$ cat src/rtl/sysrst_pkg.sv
package sysrst_pkg;
  localparam int unsigned CAUSE_N = 5;
  localparam int unsigned REG_W   = 8;

  // Bit positions of the cause flags in ctl1
  typedef enum logic [2:0] {
    CS_POR   = 3'd0,
    CS_FORCE = 3'd1,
    CS_WAKE  = 3'd2,
    CS_WDOG  = 3'd3,
    CS_EXT   = 3'd4
  } cause_e;

  // Bit positions in ctl0
  localparam int unsigned C0_FORCE  = 0;
  localparam int unsigned C0_WDOG   = 1;
  localparam int unsigned C0_CLKMON = 2;
endpackage

$ cat src/rtl/sysrst_sync.sv
module sysrst_sync #(
  parameter int unsigned STAGES  = 2,
  parameter logic        RST_VAL = 1'b0
) (
  input  logic clk,
  input  logic arst_n,
  input  logic d_i,
  output logic q_o
);
  logic [STAGES-1:0] sr_q, sr_d;

  always_comb begin
    sr_d = {sr_q[STAGES-2:0], d_i};
  end

  always_ff @(posedge clk or negedge arst_n) begin
    if (!arst_n) sr_q <= {STAGES{RST_VAL}};
    else         sr_q <= sr_d;
  end

  assign q_o = sr_q[STAGES-1];
endmodule

$ cat src/rtl/sysrst_stretch.sv
module sysrst_stretch #(
  parameter int unsigned STRETCH = 16
) (
  input  logic clk,
  input  logic arst_n,
  input  logic trig_i,
  output logic hold_o,
  output logic done_o
);
  localparam int unsigned CW = $clog2(STRETCH + 1);
  localparam logic [CW-1:0] LOAD = CW'(STRETCH);
  localparam logic [CW-1:0] ONE  = CW'(1);

  logic [CW-1:0] cnt_q, cnt_d;
  logic          cnt_en;

  always_comb begin
    cnt_en = trig_i || (cnt_q != '0);
    if (trig_i) cnt_d = LOAD;
    else        cnt_d = cnt_q - ONE;
  end

  // Counter starts loaded so power-on gets a full stretch
  always_ff @(posedge clk or negedge arst_n) begin
    if (!arst_n)     cnt_q <= LOAD;
    else if (cnt_en) cnt_q <= cnt_d;
  end

  assign hold_o = (cnt_q != '0);
  assign done_o = !trig_i && (cnt_q == ONE);
endmodule

$ cat src/rtl/sysrst_regs.sv
module sysrst_regs
  import sysrst_pkg::*;
#(
  parameter int unsigned NUM_MODES = 3,
  parameter int unsigned MODE_W    = 2
) (
  input  logic               clk,
  input  logic               arst_n,
  input  logic               wr_en_i,
  input  logic               wr_sel_i,
  input  logic [REG_W-1:0]   wr_data_i,
  input  logic [CAUSE_N-1:0] cause_set_i,
  input  logic               sleep_enter_i,
  input  logic [MODE_W-1:0]  sleep_mode_i,
  input  logic               rst_active_i,
  input  logic               wake_i,
  input  logic               force_done_i,
  output logic               force_o,
  output logic               wdog_en_o,
  output logic               clkmon_en_o,
  output logic [REG_W-1:0]   ctl0_o,
  output logic [REG_W-1:0]   ctl1_o
);
  logic                 wr0, wr1;
  logic                 force_q, force_d;
  logic                 wdog_q, wdog_d;
  logic                 clkmon_q, clkmon_d;
  logic [CAUSE_N-1:0]   cause_q, cause_d;
  logic [NUM_MODES-1:0] mode_q, mode_d, mode_set, mode_clr;
  logic [CAUSE_N-1:0]   cause_clr;

  always_comb begin
    wr0 = wr_en_i && !wr_sel_i;
    wr1 = wr_en_i &&  wr_sel_i;

    // Forced request: set by write, cleared when the stretch ends
    force_d = force_q;
    if (wr0 && wr_data_i[C0_FORCE]) force_d = 1'b1;
    else if (force_done_i)          force_d = 1'b0;

    // Watchdog enable: wake-up clears it, otherwise software owns it
    wdog_d = wdog_q;
    if (wake_i)   wdog_d = 1'b0;
    else if (wr0) wdog_d = wr_data_i[C0_WDOG];

    // Clock monitor: any reset re-arms it
    clkmon_d = clkmon_q;
    if (rst_active_i) clkmon_d = 1'b1;
    else if (wr0)     clkmon_d = wr_data_i[C0_CLKMON];

    mode_set = '0;
    for (int m = 0; m < NUM_MODES; m++) begin
      if (sleep_enter_i && (32'(sleep_mode_i) == 32'(m))) mode_set[m] = 1'b1;
    end

    cause_clr = wr1 ? wr_data_i[CAUSE_N-1:0] : '0;
    mode_clr  = wr1 ? wr_data_i[CAUSE_N +: NUM_MODES] : '0;
    cause_d   = (cause_q & ~cause_clr) | cause_set_i;
    mode_d    = (mode_q & ~mode_clr) | mode_set;
  end

  always_ff @(posedge clk or negedge arst_n) begin
    if (!arst_n) begin
      force_q  <= 1'b0;
      wdog_q   <= 1'b0;
      clkmon_q <= 1'b1;
      cause_q  <= CAUSE_N'(1) << CS_POR;
      mode_q   <= '0;
    end else begin
      force_q  <= force_d;
      wdog_q   <= wdog_d;
      clkmon_q <= clkmon_d;
      cause_q  <= cause_d;
      mode_q   <= mode_d;
    end
  end

  always_comb begin
    ctl0_o = '0;
    ctl0_o[C0_FORCE]  = force_q;
    ctl0_o[C0_WDOG]   = wdog_q;
    ctl0_o[C0_CLKMON] = clkmon_q;
    ctl1_o = '0;
    ctl1_o[CAUSE_N-1:0]        = cause_q;
    ctl1_o[CAUSE_N +: NUM_MODES] = mode_q;
  end

  assign force_o     = force_q;
  assign wdog_en_o   = wdog_q;
  assign clkmon_en_o = clkmon_q;
endmodule

$ cat src/rtl/sysrst_ctrl.sv
module sysrst_ctrl
  import sysrst_pkg::*;
#(
  parameter int unsigned STRETCH   = 16,
  parameter int unsigned SYNC_N    = 2,
  parameter int unsigned NUM_MODES = 3,
  parameter int unsigned MODE_W    = (NUM_MODES > 1) ? $clog2(NUM_MODES) : 1
) (
  input  logic              clk,
  input  logic              por_n,
  input  logic              pin_sense_i,
  output logic              pin_drive_low_o,
  output logic              main_rst_n_o,
  output logic              aon_rst_n_o,
  input  logic              wake_i,
  input  logic              wdog_expire_i,
  input  logic              sleep_enter_i,
  input  logic [MODE_W-1:0] sleep_mode_i,
  input  logic              wr_en_i,
  input  logic              wr_sel_i,
  input  logic [REG_W-1:0]  wr_data_i,
  output logic [REG_W-1:0]  ctl0_o,
  output logic [REG_W-1:0]  ctl1_o,
  output logic              wdog_en_o,
  output logic              clkmon_en_o
);
  logic               pin_sync;
  logic               force_now, wdog_evt, trig, hold, stretch_done;
  logic               ext_low, rst_active;
  logic [SYNC_N-1:0]  drv_hist_q, drv_hist_d;
  logic [CAUSE_N-1:0] cause_set;
  logic               force_q;

  sysrst_sync #(.STAGES(SYNC_N), .RST_VAL(1'b0)) u_pin_sync (
    .clk(clk), .arst_n(por_n), .d_i(pin_sense_i), .q_o(pin_sync)
  );

  sysrst_sync #(.STAGES(SYNC_N), .RST_VAL(1'b0)) u_aon_sync (
    .clk(clk), .arst_n(por_n), .d_i(1'b1), .q_o(aon_rst_n_o)
  );

  always_comb begin
    force_now = wr_en_i && !wr_sel_i && wr_data_i[C0_FORCE];
    wdog_evt  = wdog_expire_i && wdog_en_o;
    trig      = force_now || wake_i || wdog_evt;
  end

  sysrst_stretch #(.STRETCH(STRETCH)) u_stretch (
    .clk(clk), .arst_n(por_n), .trig_i(trig), .hold_o(hold), .done_o(stretch_done)
  );

  assign pin_drive_low_o = trig || hold;

  // Own pull-down history: a low pin is external only after the
  // synchronizer has flushed every cycle the block drove it
  always_comb drv_hist_d = {drv_hist_q[SYNC_N-2:0], pin_drive_low_o};

  always_ff @(posedge clk or negedge por_n) begin
    if (!por_n) drv_hist_q <= '1;
    else        drv_hist_q <= drv_hist_d;
  end

  always_comb begin
    ext_low    = !pin_sync && !pin_drive_low_o && (drv_hist_q == '0);
    rst_active = pin_drive_low_o || !pin_sync;
    cause_set  = '0;
    cause_set[CS_FORCE] = force_now;
    cause_set[CS_WAKE]  = wake_i;
    cause_set[CS_WDOG]  = wdog_evt;
    cause_set[CS_EXT]   = ext_low;
  end

  assign main_rst_n_o = pin_sync && !pin_drive_low_o;

  sysrst_regs #(.NUM_MODES(NUM_MODES), .MODE_W(MODE_W)) u_regs (
    .clk(clk), .arst_n(por_n),
    .wr_en_i(wr_en_i), .wr_sel_i(wr_sel_i), .wr_data_i(wr_data_i),
    .cause_set_i(cause_set),
    .sleep_enter_i(sleep_enter_i), .sleep_mode_i(sleep_mode_i),
    .rst_active_i(rst_active), .wake_i(wake_i),
    .force_done_i(stretch_done),
    .force_o(force_q), .wdog_en_o(wdog_en_o), .clkmon_en_o(clkmon_en_o),
    .ctl0_o(ctl0_o), .ctl1_o(ctl1_o)
  );
endmodule

$ cat config.mk
export PLATFORM = sky130hd
export DESIGN_NAME = sysrst_ctrl
export DESIGN_NICKNAME = d
export VERILOG_FILES = /design/src/rtl/sysrst_pkg.sv /design/src/rtl/sysrst_sync.sv /design/src/rtl/sysrst_stretch.sv /design/src/rtl/sysrst_regs.sv /design/src/rtl/sysrst_ctrl.sv
export SDC_FILE = /design/constraint.sdc
export NUM_CORES = 1
export LEC_CHECK = 0
export BUFFER_PORTS_ARGS = -buffer_cell sky130_fd_sc_hd__buf_2
export CORE_UTILIZATION = 50
export CTS_CLUSTER_DIAMETER = 30
export CTS_CLUSTER_SIZE = 8
export DETAILED_ROUTE_END_ITERATION = 6
export HOLD_SLACK_MARGIN = 0.12
export MAX_ROUTING_LAYER = met4
export PLACE_DENSITY_LB_ADDON = 0.2
export SLEW_MARGIN = 15
export SYNTH_ARGS = -nofsm -noshare
export SYNTH_HDL_FRONTEND = slang
export SYNTH_HIERARCHICAL = 1
export SYNTH_SLANG_ARGS = --single-unit
$ cat constraint.sdc
create_clock -name clk -period 4 [get_ports clk]
set_clock_uncertainty 0.15 [all_clocks]
set_input_delay 0 -clock clk [delete_from_list [all_inputs] [get_ports clk]]
set_output_delay 0 -clock clk [all_outputs]
set_load 0.1 [all_outputs]
==> summary by stage, run 1 <==
Status
The run finished with clean final reports.

Detailed routing
The wire length per cell is 15.45 um. The vias after detailed routing is 926. In this run, the number of DRC markers left after iteration 0 of detailed routing was 35. The ratio of routed vias to standard cells is 5.232. After detailed routing, the number of remaining DRC violations is 0. Once detail routing completed, the nets flagged for antenna violations numbered 0. The uppermost layer routed is met4. The detailed route wirelength on metal3 is 175 um. The final layout contains routed wiring with a total length of 2734 um. The first TritonRoute pass finished after 4 iterations.

Detailed routing placed a total of 1487 um of wire on met2. After detailed routing, the wire length on met1 is 994 um.

Critical path
The data arrival at the endpoint of the critical path is 3.29 ns. The worst setup path is launched from a register. The setup path with the least slack is of type register to register. The maximum cell stage delay along the critical path is 0.56 ns. The signal on the critical path passes through inv_1, ha_1, or4b_4, a211oi_2, nand3_1, dlygate4sd3_1, nand2b_1, dlygate4sd3_1. The cell that appears most often on the critical path is sky130_fd_sc_hd__dlygate4sd3_1.

Among all stages on the critical path, the largest delay is contributed by sky130_fd_sc_hd__dlygate4sd3_1. Along the worst path, the maximum fanout reaches 5. The worst path required time is 4.10 ns. The worst setup path is captured at a register.

Synth
The synthesized area divided by synthesized cell count is 10.91 um^2. For this run, the leading register cell type out of synthesis is sky130_fd_sc_hd__dfrtp_1. The share of the yosys chip area belonging to registers is 54.87%.

After synthesis, the largest family of logic cells by area is simple AND/OR/NAND/NOR gates. The multiplexer share of the synthesized area is 3.083%. By area the synthesized netlist is led by sky130_fd_sc_hd__dfrtp_1 (42%), sky130_fd_sc_hd__dfstp_2 (13%), sky130_fd_sc_hd__buf_4 (5.9%).

The synthesized netlist occupies a cell area of 1015 um^2. The synthesized design devotes to its leading area cell type 41.92% of total area. The synthesized netlist devotes 11.47% of its cell area to compound gates. The commonest cells after synthesis are sky130_fd_sc_hd__dfrtp_1 (17), sky130_fd_sc_hd__nand2_1 (11), sky130_fd_sc_hd__buf_4 (8).

The cell count after synthesis is 93. The number of flops mapped to enable cells by yosys is 0. During synthesis, Yosys emitted a total of 6 warnings.

The basic-gate share of the synthesized area counting and, or, nand and nor cells is 15.17%. The library cell with the largest summed area after synthesis is sky130_fd_sc_hd__dfrtp_1. The count of different cell masters after synthesis is 29. The adder-cell area share of the yosys netlist is 2.466%. By instance count, the leading cell after synthesis is sky130_fd_sc_hd__dfrtp_1.

The synthesized netlist devotes 1.726% of its cell area to XOR and XNOR gates. The synthesis-stage register bit count is 22. Counting flops with an async set or reset pin after synthesis yields a share of 100.0%.

Timing
Setup slack closes at 0.8093 ns. Summed over all failing endpoints, the final setup total negative slack is 0 ns. The number of max-slew violations in the final report is 0. Of the available clock period, the critical path in the final layout requires 79.77%. The worst path needs 3.191 ns of the cycle, external delays included. The number of endpoints with negative hold slack in the final report is 0. The worst hold slack across all endpoints is 0.1967 ns.

Setup repair after global routing left no endpoint under its margin. The worst pin sits at a relative slew slack of 47.87%. The highest attainable clock frequency is 0.3134 GHz. The final-report setup violation count is 0.

At the pin with the least slew margin, the transition time is 0.7793 ns.

Clock tree
In this run the clock root is driven by a sky130_fd_sc_hd__clkbuf_4. The number of buffers created by CTS is 3. TritonCTS built the clock tree. In this run, post-CTS repair resized a total of 0 instances. The setup fix buffers added after clock tree synthesis is 0.

The buffer depth of the longest clock path is 2. The later pin in the worst-skew pair is clocked with a latency of 0.31 ns. The register clock-pin slew on the reported worst setup and hold paths is 0.13 ns. The number of levels in the clock H-tree is 1.

The number of hold-repair buffers added at the cts stage is 28. CTS saw 22 sinks.

Placed design
At the end of routability-driven placement, the weighted congestion stood at 0.6542. During placement, the flow inserted port buffers numbering 33. OpenSTA, run right after detailed placement, puts the worst setup slack at 1.698 ns. The placed wire-length estimate is 1398 um. After detailed placement, the total cell area comes to 1150 um^2.

GRT
The total track usage is 30.10%. The remaining global-route overflow is 0. The via count of the first global-routing pass is 947. The number of antenna violations at the first check in global routing is 0. The maximum number of pins on one net before global-route repair is 18.

The first global-routing pass estimated 4291 um of wire.

Power
The design draws 0.7803 mW. The power density over cell area is 526.3 nW/um^2. The maximum vdd ir drop is 0.4077 mV. In this run the static leakage power is 0.7432 nW.

Floorplan
The die height is 47.05 um. The horizontal die dimension is 47.05 um. Pin placement for this block handled 39 I/O pins. The floorplan step defined a core boundary enclosing 1821 um^2. The number of placement rows is 15. For this configuration, the core starts out at a cell density of 55.74%. The floorplan die area is 2214 um^2.

Finish
The fraction of final layout cells sized beyond drive strength 1 is 30.92%. The post-layout net count is 173. The fill cell instance count of the final layout is 100.

From synthesis to final layout, the design area changed by 46.12%. The final cell area excluding filler cells is 1483 um^2. The diode insertion count for antenna repair is 0.

Worst hold path
The path category of the worst min-delay check is primary input to register.

Job
The tool flagged a number of max-cap violations equal to 0.
==> report_power, final <==
| part | switching, mW | internal (mW) |
|---|---|---|
| Combinational | 0.217 | 0.0963 |
| Clock | 0.0708 | 0.101 |
| Sequential | 0.0326 | 0.262 |
| Total | 0.320 | 0.460 |
==> stage by stage <==
step                util [%]  instances
floorplan                  -         97
finish                 81.44        177
global placement       63.16        145
global route           81.44        177
CTS                    81.44        177
detailed placement     63.16        145
==> layout make-up <==
| type | instances | area, um^2 | share of cell area, % |
|---|---|---|---|
| clock buffer | 3 | 22.52 | 1.519 |
| inverter | 7 | 26.28 | 1.772 |
| sequential | 22 | 556.8 | 37.55 |
| timing repair buffer | 61 | 445.4 | 30.04 |
| tap | 25 | 31.28 | 2.110 |
| clock inverter | 1 | 30.03 | 2.025 |
| multi-input combinational | 58 | 370.4 | 24.98 |
==> kinds of logic (layout without fill, tap and decap cells) <==
group / after synthesis / after routing
compound gates: 14 / 14
fa+ha+maj: 2 / 2
other cells: 3 / 7
flops: 22 / 22
simple gates: 30 / 30
buf+inv: 17 / 72
xor+xnor: 2 / 2
mux: 3 / 3
==> critical path: cells and delay by family (launching register included) <==
family | cells | cell delay (ns)
adder cells (fa/ha/maj) | 1 | 0.22
AO/OA/AOI/OAI | 1 | 0.34
buffers and inverters | 3 | 1.23
flip-flops | 1 | 0.43
AND/OR/NAND/NOR | 3 | 0.78
==> final timing paths <==
check / startpoint / endpoint / slack, ns / cells after the start
worst max-delay path: u_stretch/cnt_q[1] / u_regs/clkmon_en_o / 0.81 / 8
worst min-delay path: pin_sense_i / u_pin_sync/sr_q[0] / 0.20 / 2
worst max register to register: u_stretch/cnt_q[1] / u_regs/clkmon_en_o / 0.81 / 8
worst min register to register: u_aon_sync/sr_q[0] / u_aon_sync/sr_q[1] / 0.21 / 0
max in group asynchronous: por_n / u_stretch/cnt_q[0] / 1.86 / 4
min in group asynchronous: por_n / u_regs/cause_q[0] / 0.63 / 3
==> routing by layer <==
layer	vias to the layer above	GRT usage [%]
met1	450	34.66
met4	0	16.00
met5	-	-
met3	12	4.231
li1	410	-
met2	54	50.56
==> placed cells by master (no fill, tap or decap), drive strengths merged, types with 2 or more instances in the layout <==
master       synthesis  layout
buf                 10      33
dlygate4sd3          0      28
dfrtp               17      17
nand2               11      11
inv                  7       7
conb                 3       7
a21o                 6       6
nor2                 6       6
dfstp                5       5
and3                 3       3
clkbuf               0       3
a32o                 3       3
a211oi               2       2
nor3                 2       2
nand2b               2       2
mux2i                2       2
ha                   2       2
and2                 2       2
==> sequential cells by signal, summed over array words and instances, names as in the netlist <==
name,cells
u_regs/mode_q,3
u_stretch/cnt_q,5
u_regs/force_o,1
u_regs/cause_q,5
u_regs/clkmon_en_o,1
u_pin_sync/sr_q,2
u_regs/wdog_en_o,1
drv_hist_q,2
u_aon_sync/sr_q,2
(Power assumes the default switching activity.)
==> run 2: changes to the inputs <==
--- a/config.mk
+++ b/config.mk
@@ -6,7 +6,7 @@
 export NUM_CORES = 1
 export LEC_CHECK = 0
 export BUFFER_PORTS_ARGS = -buffer_cell sky130_fd_sc_hd__buf_2
-export CORE_UTILIZATION = 50
+export CORE_UTILIZATION = 47
 export CTS_CLUSTER_DIAMETER = 30
 export CTS_CLUSTER_SIZE = 8
 export DETAILED_ROUTE_END_ITERATION = 6
==> constraint.sdc (replaced) <==
create_clock -name clk -period 3.2 [get_ports clk]
set_clock_uncertainty 0.15 [all_clocks]
set_input_delay 0 -clock clk [delete_from_list [all_inputs] [get_ports clk]]
set_output_delay 0 -clock clk [all_outputs]
set_load 0.1 [all_outputs]
==> run 2 against run 1 <==
Compared with the run above:
- worst hold slack worse by 0.010 ns
- register-to-register slack worse by 0.23 ns
- first-iteration DRC count is 43% lower
- wire length is 18% lower
- critical path depth is 2 lower
- total power is 11% higher
- critical path type is now register to output port
==> summary by stage, run 2 (synthesis gave the netlist of run 1 again) <==
Placed design
The count of buffers from port buffering was 33 (unchanged). The worst setup slack before clock tree synthesis is 0.9609 ns (-0.7369 ns). The routability congestion estimate is 0.8099 (+24%).

Critical path
The startpoint class of the critical path is a register. The critical path is of the register to output port type. The master of the slowest instance on the critical path is sky130_fd_sc_hd__or4b_4.

The launching element of the worst setup path is u_stretch/cnt_q[0]. STA classifies the critical path endpoint as an output port. The maximum cell stage delay along the critical path is 0.53 ns (-0.03 ns). In this run the critical register-to-register path is launched from u_stretch/cnt_q[0].

The number of cells on the worst reg-to-reg path is 7 (-1). The data arrival at the endpoint of the critical path came to 2.50 ns (-0.79 ns). The worst path required time was 3.05 ns (-1.05 ns). The worst setup path endpoint is main_rst_n_o.

The worst setup slack for register-to-register paths is 0.58 ns (-0.23 ns). The capture instance of the worst register-to-register path is u_regs/clkmon_en_o. The critical-path maximum fanout was 5 (unchanged). Walking the worst path, the cells encountered are inv_1, ha_1, or4b_4, a211oi_2, and3_1, buf_2.

Detailed routing
The total wire length after detailed routing is 2238 um (-18%). The count of routing violations after the opening detailed-route iteration was 20 (-43%). The vias after detailed routing came to 835 (-9.8%). The antenna violation net count after detailed routing came to 0 (unchanged). The ratio of routed vias to standard cells is 4.744 (-9.3%). The DRC violation count after routing is 0 (unchanged). The total iterations of the first detailed-routing run is 4 (unchanged).

The wire length per cell is 12.72 um (-18%).

Timing
The number of endpoints with negative hold slack in the final report is 0 (unchanged). The clock period could shrink to 2.647 ns. The measured slew at the worst slew-check pin is 0.7913 ns (+0.01203 ns). The final total negative setup slack is 0 ns (unchanged).

In the finished design, the share of the clock period the worst path needs comes to 82.72%. The relative slew slack came to 47.07% (-0.80 points). The highest attainable clock frequency is 0.3778 GHz. The number of max-slew violations in the final report came to 0 (unchanged).

The final-report setup violation count is 0 (unchanged). The final critical-path setup slack is 0.5530 ns (-0.2563 ns). Setup repair after global routing left no endpoint under its margin.

GRT
The maximum number of pins on one net before global-route repair is 18 (unchanged). The remaining global-route overflow is 0 (unchanged). The via count of the first global-routing pass is 899 (-5.1%). The number of antenna violations at the first check in global routing came to 0 (unchanged). The total track usage is 21.82% (-8.3 points).

The global-route wire length before repair is 3829 um (-11%).

Clock tree
The number of hold-repair buffers added at the cts stage was 25 (-11%). The number of sinks driven by the clock tree is 22 (unchanged). TritonCTS built the clock tree. The clock latency reported for the late side of the worst-skew pair is 0.30 ns (about the same). The buffer depth of the longest clock path is 2 (unchanged). The number of levels in the clock H-tree is 1 (unchanged). The number of buffers created by CTS is 3 (unchanged). The setup fix buffers added after clock tree synthesis is 0 (unchanged).

The root cell of the clock tree is sky130_fd_sc_hd__clkbuf_4. The post-cts repair resize count is 0 (unchanged). The register clock-pin slew on the reported worst setup and hold paths is 0.11 ns (-0.02 ns).

Floorplan
The die height is 48.47 um (+3.0%). The floorplan die area came to 2349 um^2 (+6.1%). The area of the placeable core is 2002 um^2 (+10%). The initial core utilization is 50.69% (-5.1 points). The horizontal die dimension is 48.47 um (+3.0%). The number of ports placed on the die boundary is 39 (unchanged). The number of placement rows is 16 (+1).

Power
The maximum vdd ir drop is 0.3732 mV (-8.5%). The power density over cell area is 606.7 nW/um^2 (+15%). The total power after layout is 0.8669 mW (+11%). The static leakage is 0.7350 nW (-1.1%).

Finish
The fill cell instance count of the final layout came to 153 (+53%). The diode insertion count for antenna repair is 0 (unchanged). The fraction of final layout cells sized beyond drive strength 1 was 30.87% (-0.049 points). The largest registers in the layout are u_regs/cause_q: 5 flops, u_stretch/cnt_q: 5 flops, u_regs/mode_q: 3 flops. In the layout the commonest cells are sky130_fd_sc_hd__buf_2 (33), sky130_fd_sc_hd__dlygate4sd3_1 (25), sky130_fd_sc_hd__dfrtp_1 (17). The utilization after layout was 71.38% (-10 points). The area growth from synthesis to layout is 40.81%. The post-layout net count is 170 (-1.7%).

Leaving out fill and tap cells, the most frequent cell in the layout is sky130_fd_sc_hd__buf_2.

Job
The count of maximum capacitance violations is 0 (unchanged).

Status
The run finished with clean final reports.

Worst hold path
The path category of the worst min-delay check is primary input to register.
-- run 2: cell types whose count changed in the layout (fill, tap and decap cells not counted) --
cell / before / now
sky130_fd_sc_hd__dlygate4sd3_1: 28 / 25
sky130_fd_sc_hd__clkbuf_1: 0 / 1
sky130_fd_sc_hd__bufinv_16: 1 / 0
-- run 2: routing by layer --
layer	vias up	global-route usage [%]	wire, um	share of wire (%)
met5	-	-	0	0
met1	402	23.86	950	42
met2	27	41.31	1189	53
met3	2	3.774	85	3.8
met4	0	4.412	13	0.58
li1	404	-	-	-
-- run 2: report_power, final --
part           leakage, nW  total (mW)  switching [mW]  internal, mW
clock               0.0150       0.128          0.0799        0.0485
sequential           0.257       0.364          0.0359         0.328
combinational        0.463       0.375           0.258         0.117
-- run 2: final cells by class --
type	count	area [um^2]	share of cell area, %
sequential	22	556.8	38.97
timing repair buffer	58	415.4	29.07
multi-input combinational	58	370.4	25.92
tap	27	33.78	2.364
clock buffer	4	26.28	1.839
inverter	7	26.28	1.839
-- run 2: worst max-delay path: cells and delay by family, from the launching register on --
kind,cells,cell delay (ns)
AO/OA/AOI/OAI,1,0.32
adder cells (fa/ha/maj),1,0.19
buffers and inverters,2,0.50
flip-flops,1,0.44
AND/OR/NAND/NOR,2,0.74
-- run 2: metrics by stage --
stage	hold slack [ns]	cells	cell area [um^2]
finish	0.1866	176	1429
global route	0.1810	176	1429
CTS	0.1776	176	1429
detailed placement	-0.1624	147	1152
global placement	-0.1649	147	1152
floorplan	-0.4456	97	1030
-- run 2: how the worst min path moves through the flow --
stage | start | to | slack [ns] | cells after the start
after floorplan | por_n | u_aon_sync/sr_q[0] | -0.45 | 0
final | pin_sense_i | u_pin_sync/sr_q[0] | 0.19 | 2
after CTS | pin_sense_i | u_pin_sync/sr_q[0] | 0.18 | 2
after detailed placement | por_n | u_regs/force_o | -0.16 | 1
after global placement | por_n | u_regs/cause_q[3] | -0.16 | 1
after global routing | pin_sense_i | u_pin_sync/sr_q[0] | 0.18 | 2
